[src/rtl/keyguard_pkg.sv]
package keyguard_pkg;
  localparam int unsigned WORD_W = 16;
  localparam int unsigned BYTE_W = 8;
  localparam int unsigned LANES  = WORD_W / BYTE_W;

  localparam logic [BYTE_W-1:0] UNLOCK_KEY = 8'hA5;
  localparam logic [BYTE_W-1:0] HI_READ    = 8'h96;

  localparam int unsigned OFS_CTRL0 = 'h00;
  localparam int unsigned OFS_CTRL1 = 'h02;
  localparam int unsigned OFS_FLAGS = 'h0A;
  localparam int unsigned OFS_PMODE = 'h10;

  localparam logic [BYTE_W-1:0] INIT_CTRL0_LO = 8'h40;
  localparam logic [BYTE_W-1:0] INIT_CTRL1_LO = 8'h00;
  localparam logic [WORD_W-1:0] INIT_FLAGS    = 16'h0000;
  localparam logic [WORD_W-1:0] INIT_PMODE    = 16'h0001;

  typedef enum logic [2:0] {
    TGT_NONE,
    TGT_CTRL0,
    TGT_CTRL1,
    TGT_FLAGS,
    TGT_PMODE
  } target_e;

  typedef struct packed {
    target_e    tgt;
    logic       word;
    logic       upper;
  } access_t;
endpackage

[src/rtl/keyguard_decode.sv]
module keyguard_decode
  import keyguard_pkg::*;
#(
  parameter int unsigned ADDR_W = 5
) (
  input  logic [ADDR_W-1:0] addr,
  input  logic              word,
  output access_t           acc
);
  localparam int unsigned WA_W = ADDR_W - 1;

  logic [WA_W-1:0] word_addr;
  assign word_addr = addr[ADDR_W-1:1];

  always_comb begin
    acc.word  = word;
    acc.upper = ~word & addr[0];
    unique case (word_addr)
      WA_W'(OFS_CTRL0 >> 1): acc.tgt = TGT_CTRL0;
      WA_W'(OFS_CTRL1 >> 1): acc.tgt = TGT_CTRL1;
      WA_W'(OFS_FLAGS >> 1): acc.tgt = TGT_FLAGS;
      WA_W'(OFS_PMODE >> 1): acc.tgt = TGT_PMODE;
      default:               acc.tgt = TGT_NONE;
    endcase
  end
endmodule

[src/rtl/keyguard_policy.sv]
module keyguard_policy
  import keyguard_pkg::*;
(
  input  logic              clk,
  input  logic              rst_n,
  input  logic              wr,
  input  access_t           acc,
  input  logic [BYTE_W-1:0] key_byte,
  output logic              we_ctrl0_lo,
  output logic              we_ctrl1_lo,
  output logic [LANES-1:0]  we_flags,
  output logic [LANES-1:0]  we_pmode,
  output logic              open_q,
  output logic              rreq_q
);
  logic             live;
  logic             key_ok;
  logic             violation;
  logic             open_d;
  logic             rreq_d;
  logic [LANES-1:0] lane_en;

  assign live    = wr & ~rreq_q;
  assign key_ok  = (key_byte == UNLOCK_KEY);
  assign lane_en = acc.word ? {LANES{1'b1}} : (acc.upper ? 2'b10 : 2'b01);

  always_comb begin
    we_ctrl0_lo = 1'b0;
    we_ctrl1_lo = 1'b0;
    we_flags    = '0;
    we_pmode    = '0;
    violation   = 1'b0;
    open_d      = open_q;
    if (live) begin
      unique case (acc.tgt)
        TGT_CTRL0: begin
          if (acc.word) begin
            if (key_ok) begin
              open_d      = 1'b1;
              we_ctrl0_lo = 1'b1;
            end else begin
              violation = 1'b1;
            end
          end else if (acc.upper) begin
            open_d = key_ok;
          end else begin
            we_ctrl0_lo = open_q;
          end
        end
        TGT_CTRL1: begin
          if (!open_q)       violation   = 1'b1;
          else if (acc.word) we_ctrl1_lo = 1'b1;
        end
        TGT_FLAGS: begin
          if (!open_q) violation = 1'b1;
          else         we_flags  = lane_en;
        end
        TGT_PMODE: we_pmode = lane_en;
        default: ;
      endcase
    end
    if (rreq_q) open_d = 1'b0;
    rreq_d = live & violation;
  end

  always_ff @(posedge clk or negedge rst_n) begin
    if (!rst_n) begin
      open_q <= 1'b0;
      rreq_q <= 1'b0;
    end else begin
      open_q <= open_d;
      rreq_q <= rreq_d;
    end
  end

  a_r11_single_pulse: assert property (@(posedge clk) disable iff (!rst_n)
    rreq_q |=> !rreq_q);

  a_r11_relock: assert property (@(posedge clk) disable iff (!rst_n)
    rreq_q |=> !open_q);

  a_r4_bad_word_key: assert property (@(posedge clk) disable iff (!rst_n)
    (wr && !rreq_q && acc.tgt == TGT_CTRL0 && acc.word && key_byte != UNLOCK_KEY)
      |=> rreq_q);

  a_r3_bad_byte_key: assert property (@(posedge clk) disable iff (!rst_n)
    (wr && !rreq_q && acc.tgt == TGT_CTRL0 && acc.upper && key_byte != UNLOCK_KEY)
      |=> (!rreq_q && !open_q));

  a_r5_locked_guarded: assert property (@(posedge clk) disable iff (!rst_n)
    (wr && !rreq_q && !open_q && (acc.tgt == TGT_CTRL1 || acc.tgt == TGT_FLAGS))
      |=> rreq_q);

  a_r6_pmode_free: assert property (@(posedge clk) disable iff (!rst_n)
    (wr && acc.tgt == TGT_PMODE) |=> !rreq_q);
endmodule

[src/rtl/keyguard_store.sv]
module keyguard_store
  import keyguard_pkg::*;
#(
  parameter int unsigned ADDR_W = 5
) (
  input  logic              clk,
  input  logic              rst_n,
  input  logic              we_ctrl0_lo,
  input  logic              we_ctrl1_lo,
  input  logic [LANES-1:0]  we_flags,
  input  logic [LANES-1:0]  we_pmode,
  input  logic [WORD_W-1:0] wdata,
  input  logic [ADDR_W-2:0] rd_word,
  output logic [WORD_W-1:0] rdata
);
  localparam int unsigned WA_W = ADDR_W - 1;

  logic [BYTE_W-1:0] ctrl0_lo;
  logic [BYTE_W-1:0] ctrl1_lo;
  logic [WORD_W-1:0] flags_q;
  logic [WORD_W-1:0] pmode_q;

  always_ff @(posedge clk or negedge rst_n) begin
    if (!rst_n) begin
      ctrl0_lo <= INIT_CTRL0_LO;
      ctrl1_lo <= INIT_CTRL1_LO;
    end else begin
      if (we_ctrl0_lo) ctrl0_lo <= wdata[BYTE_W-1:0];
      if (we_ctrl1_lo) ctrl1_lo <= wdata[BYTE_W-1:0];
    end
  end

  for (genvar g = 0; g < LANES; g++) begin : g_lane
    always_ff @(posedge clk or negedge rst_n) begin
      if (!rst_n) begin
        flags_q[g*BYTE_W +: BYTE_W] <= INIT_FLAGS[g*BYTE_W +: BYTE_W];
        pmode_q[g*BYTE_W +: BYTE_W] <= INIT_PMODE[g*BYTE_W +: BYTE_W];
      end else begin
        if (we_flags[g]) flags_q[g*BYTE_W +: BYTE_W] <= wdata[g*BYTE_W +: BYTE_W];
        if (we_pmode[g]) pmode_q[g*BYTE_W +: BYTE_W] <= wdata[g*BYTE_W +: BYTE_W];
      end
    end
  end

  always_comb begin
    unique case (rd_word)
      WA_W'(OFS_CTRL0 >> 1): rdata = {HI_READ, ctrl0_lo};
      WA_W'(OFS_CTRL1 >> 1): rdata = {HI_READ, ctrl1_lo};
      WA_W'(OFS_FLAGS >> 1): rdata = flags_q;
      WA_W'(OFS_PMODE >> 1): rdata = pmode_q;
      default:               rdata = '0;
    endcase
  end

  a_r10_pmode_lane_hold: assert property (@(posedge clk) disable iff (!rst_n)
    (we_pmode == 2'b01) |=> (pmode_q[WORD_W-1:BYTE_W] == $past(pmode_q[WORD_W-1:BYTE_W])));
endmodule

[src/rtl/keyguard_regs.sv]
module keyguard_regs
  import keyguard_pkg::*;
#(
  parameter int unsigned ADDR_W = 5
) (
  input  logic              clk,
  input  logic              rst_n,
  input  logic              wr,
  input  logic              word,
  input  logic [ADDR_W-1:0] addr,
  input  logic [15:0]       wdata,
  output logic [15:0]       rdata,
  output logic              write_open,
  output logic              reset_req
);
  access_t          acc;
  logic             we_ctrl0_lo;
  logic             we_ctrl1_lo;
  logic [LANES-1:0] we_flags;
  logic [LANES-1:0] we_pmode;

  keyguard_decode #(.ADDR_W(ADDR_W)) u_decode (
    .addr (addr),
    .word (word),
    .acc  (acc)
  );

  keyguard_policy u_policy (
    .clk         (clk),
    .rst_n       (rst_n),
    .wr          (wr),
    .acc         (acc),
    .key_byte    (wdata[WORD_W-1:BYTE_W]),
    .we_ctrl0_lo (we_ctrl0_lo),
    .we_ctrl1_lo (we_ctrl1_lo),
    .we_flags    (we_flags),
    .we_pmode    (we_pmode),
    .open_q      (write_open),
    .rreq_q      (reset_req)
  );

  keyguard_store #(.ADDR_W(ADDR_W)) u_store (
    .clk         (clk),
    .rst_n       (rst_n),
    .we_ctrl0_lo (we_ctrl0_lo),
    .we_ctrl1_lo (we_ctrl1_lo),
    .we_flags    (we_flags),
    .we_pmode    (we_pmode),
    .wdata       (wdata),
    .rd_word     (addr[ADDR_W-1:1]),
    .rdata       (rdata)
  );

  a_r7_ctrl1_byte_quiet: assert property (@(posedge clk) disable iff (!rst_n)
    (wr && !reset_req && write_open && !word && addr[ADDR_W-1:1] == (ADDR_W-1)'(OFS_CTRL1 >> 1))
      |=> (!reset_req && rdata == $past(rdata)));
endmodule

[config.mk]
export PLATFORM = sky130hd
export DESIGN_NAME = keyguard_regs
export DESIGN_NICKNAME = d
export VERILOG_FILES = /design/src/rtl/keyguard_pkg.sv /design/src/rtl/keyguard_decode.sv /design/src/rtl/keyguard_policy.sv /design/src/rtl/keyguard_store.sv /design/src/rtl/keyguard_regs.sv
export SDC_FILE = /design/constraint.sdc
export NUM_CORES = 1
export LEC_CHECK = 0
export BUFFER_PORTS_ARGS = -buffer_cell sky130_fd_sc_hd__buf_2
export CAP_MARGIN = 10
export CORE_MARGIN = 2
export CORE_UTILIZATION = 51
export CTS_CLUSTER_DIAMETER = 120
export CTS_CLUSTER_SIZE = 24
export DETAILED_ROUTE_END_ITERATION = 6
export PLACE_DENSITY = 0.81
export RECOVER_POWER = 50
export SYNTH_ARGS = -nofsm -noshare
export SYNTH_HDL_FRONTEND = slang
export SYNTH_SLANG_ARGS = --single-unit
[constraint.sdc]
create_clock -name clk -period 2.28 [get_ports clk]
set_input_delay 0.228 -clock clk [delete_from_list [all_inputs] [get_ports clk]]
set_output_delay 0.228 -clock clk [all_outputs]
set_load 0.005 [all_outputs]
* After elaboration in Yosys (flattened, before gate mapping)
Cells that the tools add are included.
** Word-level totals
- Register bits after elaboration :: 50
- Word-level logic and storage cells :: 57
** Operators by class
- Equality and inequality tests :: 9
- Mux-type cells :: 29
- Bitwise operators :: 5
- Reductions and logical operators :: 6
** Operator list (number)
- $pmux W16 S4 :: 1
- $mux W1 :: 19
- $mux W2 :: 7
- $pmux W3 S4 :: 1
- $eq A8 B8 Y1 const B :: 1
- $eq A3 B2 Y1 const B :: 2
- $eq A4 B1 Y1 const B :: 1
- $eq A4 B3 Y1 const B :: 1
- $eq A4 B4 Y1 const B :: 1
- $logic_not A4 Y1 :: 1
- $reduce_and A4 Y1 :: 1
- $reduce_bool A2 Y1 :: 2
- $and A1 B1 Y1 :: 3
- $eq A3 B1 Y1 const B :: 1
- $eq A3 B3 Y1 const B :: 1
- $ne A3 B1 Y1 const B :: 1
- $reduce_bool A3 Y1 :: 1
- $not A1 Y1 :: 2
- $pmux W1 S2 :: 1
- $reduce_or A2 Y1 :: 1

* Logic depth before layout (Yosys ltp)
- Word-level depth :: 7
- Mapped depth :: 6

* Hierarchy
Synthesis repeated with hierarchy kept, for this count alone.
** Unflattened totals
- Cells, all modules :: 199
- Area total of the unflattened synthesis :: 2493.6 um^2
** By module, submodules not included
- keyguard_store :: instances 1, cells an instance 162, area each 2195.9 um^2, sequential area each 1203.7 um^2
- keyguard_policy :: instances 1, cells an instance 31, area each 242.7 um^2, sequential area each 50.0 um^2
- keyguard_decode :: instances 1, cells an instance 6, area each 55.1 um^2, sequential area each 0.0 um^2

* Least setup slack after synthesis
OpenSTA, ideal clock, no wires.
- Path type :: input to register
- Start point :: input port addr[1]
- End point :: register u_store.ctrl1_lo[0]
- Library setup time :: 125 ps
- Arrival :: 1541 ps
- Required time :: 2155 ps
- Path slack :: 614 ps
- Cell stages on the path :: 6
- Path buffers :: 2
- Cell sequence :: buf_6 -> or3b_4 -> nor2_4 -> and4_1 -> buf_6 -> mux2_2
** On the way
- Word-level cells in the longest chain between the ends :: 5
- Elaborated cells on any way between the ends :: 8
** RTL lines
- from (decl) :: line keyguard_regs.sv:10 : input logic [ADDR_W-1:0] addr,
- $eq A4 B4 Y1 (tied with other cells) :: line keyguard_decode.sv:18 : unique case (word_addr)
- $pmux W3 S4 * :: line keyguard_decode.sv:18
- $eq A3 B2 Y1 * :: line keyguard_policy.sv:35 : unique case (acc.tgt)
- $mux W1 * :: line keyguard_policy.sv:35
- $mux W1 * :: line keyguard_policy.sv:34 : if (live) begin
- to (signal assigned) :: line keyguard_store.sv:29 : if (we_ctrl1_lo) ctrl1_lo <= wdata[BYTE_W-1:0];
- to (decl) :: line keyguard_store.sv:19 : logic [BYTE_W-1:0] ctrl1_lo;
Every way passes the cells marked *; elsewhere a longest branch is shown, timed or not.
A chain may end at the register's enable or synchronous reset.

* Worst setup path after layout
- Start point :: input port addr[3]
- End point :: output port rdata[6]
** On the way
- Word-level cells in the longest chain between the ends :: 2
- Elaborated cells on any way between the ends :: 5
** RTL lines
- $eq A4 B4 Y1 (tied with other cells) :: line keyguard_store.sv:46 : unique case (rd_word)
- $pmux W16 S4 * :: line keyguard_store.sv:46
- to (decl) :: line keyguard_regs.sv:12 : output logic [15:0] rdata,
Marks and branches as above.

==> impl_metrics.json <==
{
  "outcome": "complete, no violations",
  "final_cells": 281,
  "post_cts.repair.setup_buffers": 0,
  "timing.critical_path.cells": "buf_2 > nor4b_4 > clkbuf_1 > a222oi_1 > nand2_1 > buf_2",
  "placementRows": 24,
  "yosysUniqueCellTypes": 29,
  "post_cts_resized": 0,
  "critical_path_class": "in2out",
  "cts.sink_count": 50,
  "vdd_ir_drop_max_mv": 0.416,
  "slowest_stage": "clkbuf_1",
  "port_buffers": 42,
  "cp_max_fo": 12,
  "n_antenna_cell": 0,
  "syn-num-nets": 203,
  "ant_nets": 0,
  "fin_crit_ps": 1860,
  "die_area_um2": 5180,
  "synthCells": 178,
  "synth_largest_area_cell": "dfrtp_1",
  "detail_route.wl_per_cell_um": 17.7,
  "synthArstFlopShare_pct": 100,
  "arrival_ps": 1630,
  "grt_antenna_before_repair": 0,
  "leakagePower_nw": 1.39,
  "finalSetupViolCount": 0,
  "rsz0062_at_grt": "no",
  "syn_avg_cell_area_um2": 13.2,
  "fin_ws_ps": 425,
  "grt-ovfl-total": 0,
  "hp-class": "in2reg",
  "min_path_cells": 2,
  "syn2layout_area_growth_pct": 16.8,
  "grt_max_degree": 27,
  "slew_headroom_pct": 5.40,
  "num-fill-cells": 351,
  "dp.final_hpwl_um": 3620,
  "grt_pass1_vias": 1567,
  "die_x_um": 72.0,
  "yosysMostFrequentCell": "dfrtp_1",
  "drt-initial-drc-count": 154,
  "crit_cells": 6,
  "drc_errors": 0,
  "path_buf_inv": 3,
  "core_um2": 4410,
  "vias_per_cell": 5.81,
  "io_pins": 43,
  "fin_crit_sh_pct": 81.4,
  "wl_um": 4990,
  "cts_tree": "done",
  "critical_path.most_common_cell": "buf_2",
  "maxSlewViolCount": 0,
  "synth_common_cells": "dfrtp_1, mux2_2, nand2_1",
  "htree_levels": 2,
  "tns_ps": 0,
  "clk_pin_slew_worst_paths_ps": 90,
  "groute.usage.overall_pct": 20.6,
  "ys_ff_latch": 50,
  "first_pass_iters": 5,
  "yosysTopAreaCellShare_pct": 51.0,
  "finClkSkew_ps": 6.33,
  "tightest_slew_ps": 1420,
  "start_util_pct": 53.4,
  "cpPeakStageDelay_ps": 490,
  "fmax_mhz": 539,
  "critical_path_required_ps": 2050,
  "num_vias": 1633,
  "critPathCaptureType": "primary output",
  "gp_congestion": 0.861,
  "r2r_cells": 4,
  "dpl_worst_slack_ps": 346,
  "tritoncts.num_buffers": 5,
  "placed_cells": 272,
  "netlist_area_um2": 2360,
  "synthTopCellsByArea": "dfrtp_1, mux2_2, mux2_4, nand2_1, a222oi_1",
  "synth_edf_count": 0,
  "dieHeight_um": 72.0,
  "cp_top_family": "buffers and inverters",
  "yosysWarnings": 0,
  "worstSkewPairLatency_ps": 300,
  "hold_viol": 0,
  "synth_flop_cell": "dfrtp_1",
  "maxCapViolCount": 0,
  "drive_gt1_share_pct": 48.9,
  "cp-start-kind": "primary input",
  "grt_pass1_wl_um": 7950,
  "ys_seq_area_share_pct": 53.2,
  "cts-root-buf": "clkbuf_8",
  "finalPower_w": 0.00179,
  "cts_max_path_buffers": 2,
  "p_per_area_nw_per_um2": 649,
  "fin_nets": 253
}
-- timing repair --
action                                 CTS  global route
setup endpoints to repair                0             0
hold buffers                             1             0
endpoints found under the hold margin   22             0
-- kinds of logic after synthesis --
kind of cell,after synthesis,share of synthesized area (%)
flops,50,53.2
simple gates,49,11.9
mux,48,24.2
compound gates,24,8.33
buf+inv,7,2.39
-- metrics by stage --
step	hold WS [ps]	util, %	instance area [µm²]
3_3_place_gp	254	59.8	2640
3_5_place_dp	259	59.8	2640
4_1_cts	175	62.6	2760
6_report	182	62.4	2750
2_1_floorplan	-67.6	-	2360
5_1_grt	183	62.4	2750
-- cell type report --
type	count	area, µm²	share of cell area [%]
sequential	50	1250	45.5
tap	52	65.1	2.36
timing repair buffer	50	278	10.1
multi-input combinational	121	1050	38.0
clock buffer	8	110	4.00
-- report_power, final --
group	switching (W)	total (W)	internal (W)
clock network	0.000280	0.000586	0.000306
registers	0.0000419	0.00100	0.000958
logic	0.0000896	0.000203	0.000113
-- cells in the final DEF, fill, tap and decap left out, drive strengths merged, types with 2 or more instances in the layout --
cell type and n:
a21oi 8, a222oi 8, a22o 4, buf 42, clkbuf 15, dfrtp 48
dfstp 2, mux2 48, nand2 22, nand3 2, nor2 11, nor2b 2
nor3 2, nor4bb 2
-- routing by layer --
metal / track usage, % / part of all wire [%]
met1: 27.9 / 45
met4: 7.76 / 1.4
met5: 0 / 0
met2: 31.6 / 48
met3: 6.11 / 6.0
-- path summary, 6_finish.rpt --
check	startpoint	slack (ps)	endpoint
setup / recovery	addr[3]	420	rdata[6]
min in group asynchronous	rst_n	780	u_store.flags_q[4]
max in group asynchronous	rst_n	670	u_store.ctrl1_lo[5]
hold / removal	wdata[10]	180	u_store.flags_q[10]
setup reg to reg	u_policy.rreq_q	490	u_store.pmode_q[7]
hold reg to reg	u_policy.rreq_q	450	u_policy.open_q
-- registers in the layout, summed over array words and instances (netlist names) --
| register | count |
|---|---|
| u_store.flags_q | 16 |
| u_store.pmode_q | 16 |
| u_store.ctrl0_lo | 8 |
| u_store.ctrl1_lo | 8 |
| u_policy.open_q | 1 |
| u_policy.rreq_q | 1 |
Power figures use the tool's default switching activity.
